## src/rtl/rcs_pkg.sv

```systemverilog
package rcs_pkg;
   // Flag positions; software decodes these, so they are fixed.
   localparam int DBG_BIT = 4;
   localparam int WDT_BIT = 3;
   localparam int EXT_BIT = 1;
   localparam int POR_BIT = 0;

   localparam logic [31:0] IMPL_MASK32 =
      (32'd1 << DBG_BIT) | (32'd1 << WDT_BIT) |
      (32'd1 << EXT_BIT) | (32'd1 << POR_BIT);

   // Flags that a power-on event wipes.
   localparam logic [31:0] POR_CLR_MASK32 = IMPL_MASK32 & ~(32'd1 << POR_BIT);
endpackage

```

## src/rtl/rcs_flag_bit.sv

```systemverilog
module rcs_flag_bit #(
   parameter bit IMPL    = 1'b1,
   parameter bit RST_VAL = 1'b0
) (
   input  logic clk,
   input  logic rst_n,
   input  logic set_i,
   input  logic hw_clr_i,
   input  logic sw_clr_i,
   output logic q_o
);
   generate
      if (IMPL) begin : g_flag
         logic q;
         always_ff @(posedge clk or negedge rst_n) begin
            if (!rst_n) q <= RST_VAL;
            else        q <= set_i | (q & ~hw_clr_i & ~sw_clr_i);
         end
         assign q_o = q;
      end else begin : g_reserved
         logic unused_in;
         assign unused_in = ^{clk, rst_n, set_i, hw_clr_i, sw_clr_i};
         assign q_o = 1'b0;
      end
   endgenerate
endmodule

```

## src/rtl/rcs_bus_port.sv

```systemverilog
module rcs_bus_port #(
   parameter int ADDR_W = 4,
   parameter int REG_W  = 8,
   parameter logic [ADDR_W-1:0] REG_ADDR = 'h5
) (
   input  logic [ADDR_W-1:0] bus_addr,
   input  logic              bus_wr,
   input  logic [REG_W-1:0]  bus_wdata,
   input  logic [REG_W-1:0]  flags_i,
   output logic [REG_W-1:0]  sw_clr_o,
   output logic [REG_W-1:0]  bus_rdata
);
   logic hit;
   assign hit       = (bus_addr == REG_ADDR);
   assign sw_clr_o  = (hit && bus_wr) ? ~bus_wdata : '0;
   assign bus_rdata = hit ? flags_i : '0;
endmodule

```

## src/rtl/rst_cause_status.sv

```systemverilog
module rst_cause_status
   import rcs_pkg::*;
#(
   parameter int ADDR_W = 4,
   parameter int REG_W  = 8,
   parameter logic [ADDR_W-1:0] REG_ADDR = 'h5
) (
   input  logic              clk,
   input  logic              pwr_rst_n,
   input  logic              evt_por,
   input  logic              evt_ext,
   input  logic              evt_wdt,
   input  logic              evt_dbg,
   input  logic [ADDR_W-1:0] bus_addr,
   input  logic              bus_wr,
   input  logic [REG_W-1:0]  bus_wdata,
   output logic [REG_W-1:0]  bus_rdata
);
   localparam logic [REG_W-1:0] IMPL_MASK    = REG_W'(IMPL_MASK32);
   localparam logic [REG_W-1:0] POR_CLR_MASK = REG_W'(POR_CLR_MASK32);

   generate
      if (REG_W < DBG_BIT + 1 || REG_W > 32) begin : g_bad_width
         $error("rst_cause_status: REG_W must lie in 5..32");
      end
      if (ADDR_W < 1) begin : g_bad_addr
         $error("rst_cause_status: ADDR_W must be at least 1");
      end
   endgenerate

   logic [REG_W-1:0] flags;
   logic [REG_W-1:0] set_vec;
   logic [REG_W-1:0] hw_clr_vec;
   logic [REG_W-1:0] sw_clr_vec;

   always_comb begin
      set_vec          = '0;
      set_vec[DBG_BIT] = evt_dbg;
      set_vec[WDT_BIT] = evt_wdt;
      set_vec[EXT_BIT] = evt_ext;
      set_vec[POR_BIT] = evt_por;
   end

   assign hw_clr_vec = evt_por ? POR_CLR_MASK : '0;

   rcs_bus_port #(
      .ADDR_W  (ADDR_W),
      .REG_W   (REG_W),
      .REG_ADDR(REG_ADDR)
   ) u_port (
      .bus_addr (bus_addr),
      .bus_wr   (bus_wr),
      .bus_wdata(bus_wdata),
      .flags_i  (flags),
      .sw_clr_o (sw_clr_vec),
      .bus_rdata(bus_rdata)
   );

   for (genvar i = 0; i < REG_W; i++) begin : g_bit
      rcs_flag_bit #(
         .IMPL   (IMPL_MASK[i]),
         .RST_VAL(i == POR_BIT)
      ) u_bit (
         .clk     (clk),
         .rst_n   (pwr_rst_n),
         .set_i   (set_vec[i]),
         .hw_clr_i(hw_clr_vec[i]),
         .sw_clr_i(sw_clr_vec[i]),
         .q_o     (flags[i])
      );
   end
endmodule

```

## config.mk

```make
export PLATFORM = sky130hd
export DESIGN_NAME = rst_cause_status
export DESIGN_NICKNAME = d
export VERILOG_FILES = /design/src/rtl/rcs_pkg.sv /design/src/rtl/rcs_flag_bit.sv /design/src/rtl/rcs_bus_port.sv /design/src/rtl/rst_cause_status.sv
export SDC_FILE = /design/constraint.sdc
export NUM_CORES = 1
export LEC_CHECK = 0
export ABC_CLOCK_PERIOD_IN_PS = 1200
export BUFFER_PORTS_ARGS = -buffer_cell sky130_fd_sc_hd__buf_2
export CORE_AREA = 2 2 39 41
export DETAILED_ROUTE_END_ITERATION = 12
export DIE_AREA = 0 0 41 43
export PLACE_DENSITY = 0.64
export REMOVE_ABC_BUFFERS = 1
export SYNTH_ARGS = -nofsm -noshare
export SYNTH_HDL_FRONTEND = slang
export SYNTH_SLANG_ARGS = --single-unit
```

## constraint.sdc

```tcl
create_clock -name clk -period 1.2 [get_ports clk]
set_clock_uncertainty 0.2 [all_clocks]
set_input_delay 0.36 -clock clk [delete_from_list [all_inputs] [get_ports clk]]
set_output_delay 0.36 -clock clk [all_outputs]
set_load 0.02 [all_outputs]
```

==> results_tabular.tex, run 1 <==
\begin{tabular}{lr}
\hline
Metric & Value \\
\hline
\multicolumn{2}{l}{\textbf{Drt}} \\
Final WL & 686 microns \\
Remaining antenna violation count after routing & 0 \\
WL met3 & 108 microns \\
DRC errors left & 0 \\
Uppermost routed layer & met4 \\
Drt first pass iters & 2 \\
Detail Route met2 WL & 311 microns \\
Total vias in the final route & 278 \\
First DRT Iteration DRCs & 2 \\
Post-DR wirelength/cell & 9.800 microns \\
Via density per instance & 3.971 \\
Met1 wire length & 248 microns \\
\multicolumn{2}{l}{\textbf{Floorplanning}} \\
Overall die area & 1763 sq um \\
Die width & 41 microns \\
Num ports & 27 \\
Height of the die & 43 microns \\
Effective utilization at floorplan & 18.81\% \\
Core Box Area & 1384 sq um \\
\# rows & 14 \\
\multicolumn{2}{l}{\textbf{Clocking}} \\
Deepest clock path buffer count & 2 \\
TritonCTS clock tree & done \\
Clock-pin transition on the worst setup and hold timing paths & 0.05 ns \\
CTS Root Cell & clkbuf\_4 \\
H-tree levels & 1 \\
Total CTS buffers & 3 \\
Total number of clock tree sinks & 4 \\
Latest clock arrival within the worst-skew pair & 0.24 ns \\
\multicolumn{2}{l}{\textbf{Final layout}} \\
Fraction of layout instances using a drive strength above 1 & 55.56\% \\
Ant diodes & 0 \\
Nets & 74 \\
Post-layout instance count excluding filler cells & 70 \\
Flip-flop count of the largest register, all copies and words added & 4 \\
Area Overhead vs Synth & 75.00\% \\
\multicolumn{2}{l}{\textbf{Critical path}} \\
Sequence of cells on the critical path & buf\_6 > and4bb\_4 > and2\_4 > buf\_6 \\
Crit path arrival time & 1.07 ns \\
Startpoint-to-endpoint class of the critical path & input pin to primary output \\
Slowest cell on the critical path & and4bb\_4 \\
Endpoint of the most critical register-to-register path & g\_bit[0].u\_bit.q\_o \\
CP Launch Type & input pin \\
R2r setup slk & 0.27 ns \\
Slowest Stage Delay on Critical Path & 0.36 ns \\
Cells on worst reg2reg path & 2 \\
Kind of capture point of the worst setup path & primary output \\
Critical Path Most Common Cell & buf\_6 \\
Maximum fanout count along the critical path & 6 \\
Worst EP required & 0.64 ns \\
FF-to-FF Start & g\_bit[0].u\_bit.q\_o \\
\multicolumn{2}{l}{\textbf{Status}} \\
Failing checks & negative setup slack \\
Status & finished with violations \\
\multicolumn{2}{l}{\textbf{Power}} \\
Static leakage power & 0.2339 nW \\
Power density over the cells & 934.4 nW/um\^{}2 \\
Overall Power & 425.6 uW \\
VDD IR-drop max & 0.0004957 V \\
\multicolumn{2}{l}{\textbf{Place}} \\
Number of buffers added on ports & 18 \\
HPWL after detailed placement & 523.3 microns \\
Routability-driven placement congestion ratio & 0.6677 \\
Placed instance count & 63 \\
DP Worst Slack & -0.4764 ns \\
\multicolumn{2}{l}{\textbf{Timing}} \\
Minimum clock period & 1.627 ns \\
Slew Viols, Final & 0 \\
Hold Slack & 0.1477 ns \\
Final worst path period share & 135.6\% \\
Worst Setup Slack, final & -0.4274 ns \\
Highest Clock Rate & 614.5 MHz \\
Unrepaired setup endpoints after global routing & true \\
Setup violators final & 5 \\
Number of failing hold endpoints at the final stage & 0 \\
\multicolumn{2}{l}{\textbf{GRT}} \\
Overall track demand over capacity in global routing & 9.970\% \\
Initial antenna violation count & 0 \\
Global-route wire length before repair & 1.021 mm \\
Largest net degree at the start of global routing & 7 \\
Number of global-route vias before repair & 259 \\
Gr ovfl total & 0 \\
\multicolumn{2}{l}{\textbf{Synthesis}} \\
Part of the Yosys area used for sequential elements & 38.94\% \\
Number of enable-type register cells in the synthesized netlist & 0 \\
Synth async-reset ratio & 100.0\% \\
Fraction of synthesized cell area taken by the top area cell type & 28.85\% \\
Total standard cell area after synthesis & 260.3 sq um \\
Cell type contributing the most total cell area after synthesis & dfrtp\_1 \\
Dominant synthesized flop cell & dfrtp\_1 \\
Syn Area/Cell & 8.974 sq um \\
Top cell types by occurrence after synthesis & and2\_1 (4), buf\_4 (4), nor2\_1 (4) \\
Number of library cell types mapped by synthesis & 12 \\
Count of state elements after synthesis & 4 \\
Gate count after technology mapping & 29 \\
Warnings from Yosys & 0 \\
Top cells by area, synth & dfrtp\_1 (29\%), buf\_4 (12\%), dfstp\_2 (10\%) \\
\multicolumn{2}{l}{\textbf{Min path}} \\
Type of the most critical hold path & input pin to flip-flop \\
Hold Path Depth & 3 \\
Hold Path Origin & evt\_dbg \\
Hold endpoint & g\_bit[4].u\_bit.q\_o \\
\multicolumn{2}{l}{\textbf{Flow run}} \\
Max-cap viol count & 0 \\
\hline
\end{tabular}
-- what timing repair did --
action	in CTS	in global routing
gates resized for setup	13	1
hold endpoints to repair	4	0
hold buffers	1	0
endpoints found under the setup margin	4	5
pin swaps	5	0
buffers inserted	1	1
cloned	0	0
-- cells in the final DEF, fill, tap and decap left out --
cell type       n
nor3b_1         1
a32oi_1         3
nand2b_1        3
buf_6           6
dfstp_2         1
buf_2          13
dlygate4sd3_1   1
clkbuf_1        1
conb_1          4
and4bb_4        1
and2_4          4
clkbuf_4        3
dfrtp_1         3
a21oi_1         1
nor2_1          4
inv_1           3
buf_4           2
-- worst max-delay path: cells and delay by family --
family                 cells  cell delay, ns
buffers and inverters      2            0.20
AND/OR/NAND/NOR            2            0.51
-- layer usage --
| metal | track usage [%] | up-vias |
|---|---|---|
| met5 | 0 | - |
| met4 | 8.000 | 0 |
| met3 | 9.424 | 4 |
| met2 | 11.88 | 17 |
| met1 | 10.06 | 118 |
| li1 | - | 139 |
-- worst max-delay path by stage --
stage | start | end | slack [ns] | cells after the start
global placement | bus_addr[1] | bus_rdata[0] | -0.48 | 4
finish | bus_addr[3] | bus_rdata[0] | -0.43 | 4
global route | bus_addr[3] | bus_rdata[0] | -0.45 | 4
detailed placement | bus_addr[1] | bus_rdata[0] | -0.48 | 4
floorplan | bus_addr[1] | bus_rdata[0] | -0.30 | 2
CTS | bus_addr[3] | bus_rdata[0] | -0.43 | 4
-- power by group --
group	switching, mW	internal [mW]	leakage, nW
clock network	0.0685	0.126	0.0150
logic	0.0397	0.0440	0.176
registers	0.00405	0.144	0.0429
-- cell type report --
cell class / instances / area [sq um]
Fill cell: 155 / 928.4
Sequential cell: 4 / 101.3
Timing Repair Buffer: 22 / 157.7
Multi-Input combinational cell: 21 / 138.9
Inverter: 3 / 11.26
Clock buffer: 4 / 26.28
Tap cell: 16 / 20.02
-- metrics by stage --
stage          util, %  setup TNS, ns  cell area [sq um]
2_1_floorplan        -         -1.220              241.5
3_3_place_gp     25.95         -2.157              359.1
6_report         32.91         -1.771              455.4
3_5_place_dp     25.95         -2.207              359.1
4_1_cts          32.10         -1.721              444.2
5_1_grt          32.91         -1.915              455.4
-- cells by family after synthesis --
logic type	count (synthesis)	synth area share, %
simple gates	13	31.73
buf+inv	7	15.87
flops	4	38.94
other cells	1	1.441
compound gates	4	12.02
Note: power is estimated with default switching activity, not from simulation.
==> inputs of run 2 (changes only) <==
Settings changed: ABC_AREA set to 1, PLACE_DENSITY 0.64 to unset.
==> run 2 against run 1 <==
Maximum frequency rose by 3.4%. Clock power fell by 6%. Cell area rose by 2.2%. Highest routed layer is now met3. The flow still finishes with violations (negative setup slack). Synthesized area rose by 10%. Largest power group unchanged. Critical path type is now flip-flop to primary output.
==> results_tabular.tex, run 2 <==
\begin{tabular}{lr}
\hline
Metric & Value \\
\hline
\multicolumn{2}{l}{\textbf{Drt}} \\
Drt first pass iters & 2 \\
DRC errors left & 0 \\
Remaining antenna violation count after routing & 0 \\
Post-DR wirelength/cell & 7.341 microns \\
First DRT Iteration DRCs & 5 \\
Final WL & 624 microns \\
Total vias in the final route & 313 \\
Via density per instance & 3.682 \\
\multicolumn{2}{l}{\textbf{Clocking}} \\
Deepest clock path buffer count & 2 \\
TritonCTS clock tree & done \\
Total CTS buffers & 3 \\
Latest clock arrival within the worst-skew pair & 0.23 ns \\
CTS Root Cell & clkbuf\_4 \\
Total number of clock tree sinks & 4 \\
Clock-pin transition on the worst setup and hold timing paths & 0.04 ns \\
H-tree levels & 1 \\
\multicolumn{2}{l}{\textbf{Status}} \\
Status & finished with violations \\
Failing checks & negative setup slack \\
\multicolumn{2}{l}{\textbf{Power}} \\
Power density over the cells & 908.5 nW/um\^{}2 \\
VDD IR-drop max & 0.0003319 V \\
Static leakage power & 0.3027 nW \\
\multicolumn{2}{l}{\textbf{Critical path}} \\
CP Launch Type & flip-flop \\
R2r setup slk & 0.27 ns \\
Crit path arrival time & 1.01 ns \\
Worst EP required & 0.64 ns \\
FF-to-FF Start & g\_bit[1].u\_bit.q\_o \\
Maximum fanout count along the critical path & 2 \\
Kind of capture point of the worst setup path & primary output \\
Start point of the critical path & g\_bit[0].u\_bit.q\_o \\
Startpoint-to-endpoint class of the critical path & flip-flop to primary output \\
\multicolumn{2}{l}{\textbf{Synthesis}} \\
Post-synthesis adder-cell area fraction & 0\% \\
Syn Area/Cell & 6.512 sq um \\
Synth async-reset ratio & 100.0\% \\
Dominant synthesized flop cell & dfrtp\_1 \\
Compound-Gate Fraction of Synth Area & 0\% \\
Fraction of synthesized cell area taken by the top area cell type & 26.20\% \\
XOR/XNOR share of the synthesized area & 0\% \\
Dominant combinational cell family by area after synthesis & simple AND/OR/NAND/NOR gates \\
Top cells by area, synth & dfrtp\_1 (26\%), inv\_1 (16\%), nand2\_1 (12\%) \\
Total standard cell area after synthesis & 286.5 sq um \\
Cell with the most instances after synthesis & inv\_1 \\
Multiplexer fraction of the synthesized cell area & 0\% \\
Number of library cell types mapped by synthesis & 11 \\
Top cell types by occurrence after synthesis & inv\_1 (12), nand2\_1 (9), nor2\_1 (7) \\
Warnings from Yosys & 0 \\
Cell type contributing the most total cell area after synthesis & dfrtp\_1 \\
Post-synthesis simple-gate area fraction & 35.81\% \\
Number of enable-type register cells in the synthesized netlist & 0 \\
Part of the Yosys area used for sequential elements & 35.37\% \\
Count of state elements after synthesis & 4 \\
Gate count after technology mapping & 44 \\
\multicolumn{2}{l}{\textbf{Timing}} \\
Slew Viols, Final & 0 \\
Worst Setup Slack, final & -0.3740 ns \\
Setup violators final & 4 \\
Final worst path period share & 131.2\% \\
Minimum clock period & 1.574 ns \\
Hold Slack & 0.1111 ns \\
Unrepaired setup endpoints after global routing & true \\
Number of failing hold endpoints at the final stage & 0 \\
Highest Clock Rate & 635.3 MHz \\
\multicolumn{2}{l}{\textbf{Final layout}} \\
Fraction of layout instances using a drive strength above 1 & 46.38\% \\
Area Overhead vs Synth & 62.45\% \\
Utilization after layout & 33.63\% \\
Multi-input gate area & 130.1 sq um \\
Ant diodes & 0 \\
Filler instances & 151 \\
Most common library cell in the layout ignoring fill and taps & buf\_2 \\
Sequential cell area & 101.3 sq um \\
Nets & 89 \\
Most frequent cells in the layout & buf\_2 (13), inv\_1 (11), nand2\_1 (9) \\
Flip-flop count of the largest register, all copies and words added & 4 \\
\multicolumn{2}{l}{\textbf{Floorplanning}} \\
Height of the die & 43 microns \\
Die width & 41 microns \\
Effective utilization at floorplan & 20.71\% \\
Core Box Area & 1384 sq um \\
\# rows & 14 \\
Num ports & 27 \\
Overall die area & 1763 sq um \\
\multicolumn{2}{l}{\textbf{GRT}} \\
Gr ovfl total & 0 \\
Initial antenna violation count & 0 \\
Number of global-route vias before repair & 257 \\
Largest net degree at the start of global routing & 5 \\
Overall track demand over capacity in global routing & 7.972\% \\
Global-route wire length before repair & 897 microns \\
\multicolumn{2}{l}{\textbf{Min path}} \\
Hold Path Origin & evt\_dbg \\
Type of the most critical hold path & input pin to flip-flop \\
\multicolumn{2}{l}{\textbf{Flow run}} \\
Max-cap viol count & 0 \\
\multicolumn{2}{l}{\textbf{Place}} \\
Routability-driven placement congestion ratio & 0.6033 \\
Number of buffers added on ports & 18 \\
\hline
\end{tabular}
## run 2: routing by layer
| metal | up-vias | GRT usage, % | share of wire [%] |
|---|---|---|---|
| li1 | 167 | - | - |
| met1 | 132 | 7.516 | 33 |
| met2 | 14 | 12.50 | 56 |
| met3 | 0 | 3.665 | 12 |
| met4 | 0 | 6.000 | 0 |
| met5 | - | 0 | 0 |
## run 2: path summary, 6_finish.rpt
kind                                 endpoint  cells after the start
min in group asynchronous  g_bit[4].u_bit.q_o                      2
hold / removal             g_bit[4].u_bit.q_o                      3
hold reg to reg            g_bit[0].u_bit.q_o                      2
setup reg to reg           g_bit[1].u_bit.q_o                      4
max in group asynchronous  g_bit[0].u_bit.q_o                      2
setup / recovery                 bus_rdata[0]                      3
## run 2: critical path, stage by stage, from the launching register on
cell and delay [ns]:
dfstp_2 0.52, inv_2 0.03, nor2_2 0.09, buf_4 0.14
## run 2: timing repair
item | CTS | global route
hold buffers | 1 | 0
pin swaps | 3 | 1
gates cloned | 0 | 0
endpoints found under the hold margin | 4 | 0
endpoints found under the setup margin | 4 | 4
resized for setup | 5 | 5
setup buffers | 1 | 0
## run 2: cells by family after synthesis
logic type    Yosys count
simple gates           22
other cells             1
buf+inv                17
flops                   4
## run 2: through the flow
step	setup TNS (ns)	setup WS, ns	cell area (sq um)	std cells	total power [mW]
after floorplan	-0.8606	-0.2152	267.8	43	0.1888
after global placement	-1.195	-0.2814	392.9	79	0.2287
after detailed placement	-1.251	-0.2805	392.9	79	0.2309
after CTS	-1.142	-0.3822	452.9	85	0.4312
after global routing	-1.297	-0.4143	465.4	85	0.4555
final	-1.139	-0.3740	465.4	85	0.4229
## run 2: layout make-up
type | instances | area share, %
timing repair buffer | 22 | 29.84
multi-input combinational | 26 | 27.96
sequential | 4 | 21.77
inverter | 13 | 10.48
clock buffer | 4 | 5.645
tap | 16 | 4.301
## run 2: power by group
group	internal (mW)	total, mW	switching, mW
combinational	0.0423	0.0950	0.0527
clock	0.125	0.183	0.0578
sequential	0.143	0.145	0.00186
==> inputs of run 3 (changes only) <==
Settings changed: CORE_AREA 2 2 39 41 to 3 3 40 42, CTS_BUF_LIST set to sky130_fd_sc_hd__clkbuf_4 sky130_fd_sc_hd__clkbuf_8 sky130_fd_sc_hd__clkbuf_16, DIE_AREA 0 0 41 43 to 0 0 43 45.
==> run 3 against run 2 <==
Critical path type unchanged. Critical endpoint unchanged. Sequential power hardly changed. Clock power grew 13%. The flow still finishes with violations (negative setup slack). Setup slack gained 0.0099 ns.
==> results_tabular.tex, run 3 (synthesis results as in run 2) <==
\begin{tabular}{lr}
\hline
Metric & Value \\
\hline
\multicolumn{2}{l}{\textbf{Drt}} \\
Remaining antenna violation count after routing & 0 \\
Drt first pass iters & 2 \\
Post-DR wirelength/cell & 7.894 microns \\
First DRT Iteration DRCs & 3 \\
Final WL & 671 microns \\
DRC errors left & 0 \\
Via density per instance & 3.706 \\
Total vias in the final route & 315 \\
\multicolumn{2}{l}{\textbf{Final layout}} \\
Post-layout instance count excluding filler cells & 85 \\
Flip-flop count of the largest register, all copies and words added & 4 \\
Sequential cell area & 101.3 sq um \\
Area Overhead vs Synth & 67.25\% \\
Filler instances & 142 \\
Nets & 90 \\
Multi-input gate area & 130.1 sq um \\
Ant diodes & 0 \\
Most common library cell in the layout ignoring fill and taps & buf\_2 \\
Utilization after layout & 37.29\% \\
Non-Filler Cell Area, Final & 479.2 sq um \\
Most frequent cells in the layout & buf\_2 (13), inv\_1 (11), nand2\_1 (9) \\
Fraction of layout instances using a drive strength above 1 & 45.71\% \\
\multicolumn{2}{l}{\textbf{Power}} \\
Power density over the cells & 938.5 nW/um\^{}2 \\
Internal portion of total power & 335.6 uW \\
Part of the total power dissipated in the clock network & 46.1\% \\
Net Sw Frac & 25.37\% \\
Logic pwr share & 21.7\% \\
Sequential Power Share & 32.2\% \\
VDD IR-drop max & 0.0004787 V \\
Static leakage power & 0.3131 nW \\
Net switching power & 114.1 uW \\
Overall Power & 449.7 uW \\
\multicolumn{2}{l}{\textbf{Critical path}} \\
CP Launch Type & flip-flop \\
Startpoint-to-endpoint class of the critical path & flip-flop to primary output \\
Sum of buffers and inverters on the critical path & 2 \\
Slowest Stage Delay on Critical Path & 0.53 ns \\
Family with the most delay on the worst path & flip-flops \\
Worst EP required & 0.64 ns \\
Crit path arrival time & 1.00 ns \\
Kind of capture point of the worst setup path & primary output \\
Maximum fanout count along the critical path & 2 \\
Sequence of cells on the critical path & inv\_2 > nor2\_4 > buf\_6 \\
Slowest cell on the critical path & dfstp\_2 \\
\multicolumn{2}{l}{\textbf{Floorplanning}} \\
Height of the die & 45 microns \\
Num ports & 27 \\
Die width & 43 microns \\
Core Box Area & 1285 sq um \\
\# rows & 13 \\
Effective utilization at floorplan & 22.30\% \\
Overall die area & 1935 sq um \\
\multicolumn{2}{l}{\textbf{Clocking}} \\
Deepest clock path buffer count & 2 \\
Latest clock arrival within the worst-skew pair & 0.23 ns \\
CTS Root Cell & clkbuf\_4 \\
H-tree levels & 1 \\
Clock-pin transition on the worst setup and hold timing paths & 0.04 ns \\
TritonCTS clock tree & done \\
Total CTS buffers & 3 \\
Total number of clock tree sinks & 4 \\
\multicolumn{2}{l}{\textbf{GRT}} \\
Largest net degree at the start of global routing & 5 \\
Global-route wire length before repair & 972 microns \\
Number of global-route vias before repair & 276 \\
Gr ovfl total & 0 \\
Initial antenna violation count & 0 \\
Overall track demand over capacity in global routing & 6.940\% \\
\multicolumn{2}{l}{\textbf{Status}} \\
Status & finished with violations \\
Failing checks & negative setup slack \\
\multicolumn{2}{l}{\textbf{Timing}} \\
Number of failing hold endpoints at the final stage & 0 \\
Worst Setup Slack, final & -0.3640 ns \\
Setup violators final & 4 \\
Highest Clock Rate & 639.4 MHz \\
Minimum clock period & 1.564 ns \\
Aggregate negative setup slack & -1.151 ns \\
Slew Viols, Final & 0 \\
Final worst path period share & 130.3\% \\
Unrepaired setup endpoints after global routing & true \\
Hold Slack & 0.1079 ns \\
\multicolumn{2}{l}{\textbf{Flow run}} \\
Max-cap viol count & 0 \\
\multicolumn{2}{l}{\textbf{Place}} \\
Number of buffers added on ports & 18 \\
DP Area & 391.6 sq um \\
Placed instance count & 78 \\
Routability-driven placement congestion ratio & 0.6484 \\
HPWL after detailed placement & 542.6 microns \\
DP Worst Slack & -0.2721 ns \\
\multicolumn{2}{l}{\textbf{Min path}} \\
Type of the most critical hold path & input pin to flip-flop \\
\hline
\end{tabular}
-- run 3: changes by cell type in the layout (fill, tap and decap cells not counted), sizes merged --
cell  previous run  this run
buf             21        22
-- run 3: final timing paths --
check                                    from                 end  slack, ns  depth (start not counted)
max in group asynchronous           pwr_rst_n  g_bit[0].u_bit.q_o       0.34                          2
min                                   evt_dbg  g_bit[4].u_bit.q_o       0.11                          3
max                        g_bit[0].u_bit.q_o        bus_rdata[0]      -0.36                          3
min reg2reg                g_bit[0].u_bit.q_o  g_bit[0].u_bit.q_o       0.27                          2
max reg2reg                g_bit[0].u_bit.q_o  g_bit[0].u_bit.q_o       0.31                          2
min in group asynchronous           pwr_rst_n  g_bit[4].u_bit.q_o       0.25                          2
-- run 3: area by class of cell --
type	count	share of cell area (%)
clock buffers	4	6.266
inverters	13	10.18
multi-input cells	26	27.15
flip-flops and latches	4	21.15
well taps	15	3.916
repair buffers	23	31.33
-- run 3: per-layer routing --
metal	GRT usage [%]	up-vias	routed length, microns
met4	5.422	0	0
li1	-	170	-
met3	3.187	0	69
met5	0	-	0
met1	6.341	134	230
met2	11.98	11	371
-- run 3: power by group through the flow --
stage,combinational (mW),clock [mW],sequential (mW)
finish,0.0976,0.207,0.145
global route,0.108,0.224,0.145
CTS,0.0920,0.216,0.145
detailed placement,0.0829,0,0.147
global placement,0.0817,0,0.147
floorplan,0.0424,0,0.146
-- run 3: worst register-to-register path: cells and delay by family, from the launching register on --
kind	cells	cell delay (ns)
simple gates	2	0.11
flops	1	0.53
-- run 3: repair_timing --
action                     in CTS  in global routing
hold endpoints to repair        4                  0
hold buffers                    1                  0
setup endpoints to repair       4                  4
resized for setup               5                  5
setup buffers                   1                  1
pin swaps                       3                  1
gates cloned                    0                  0
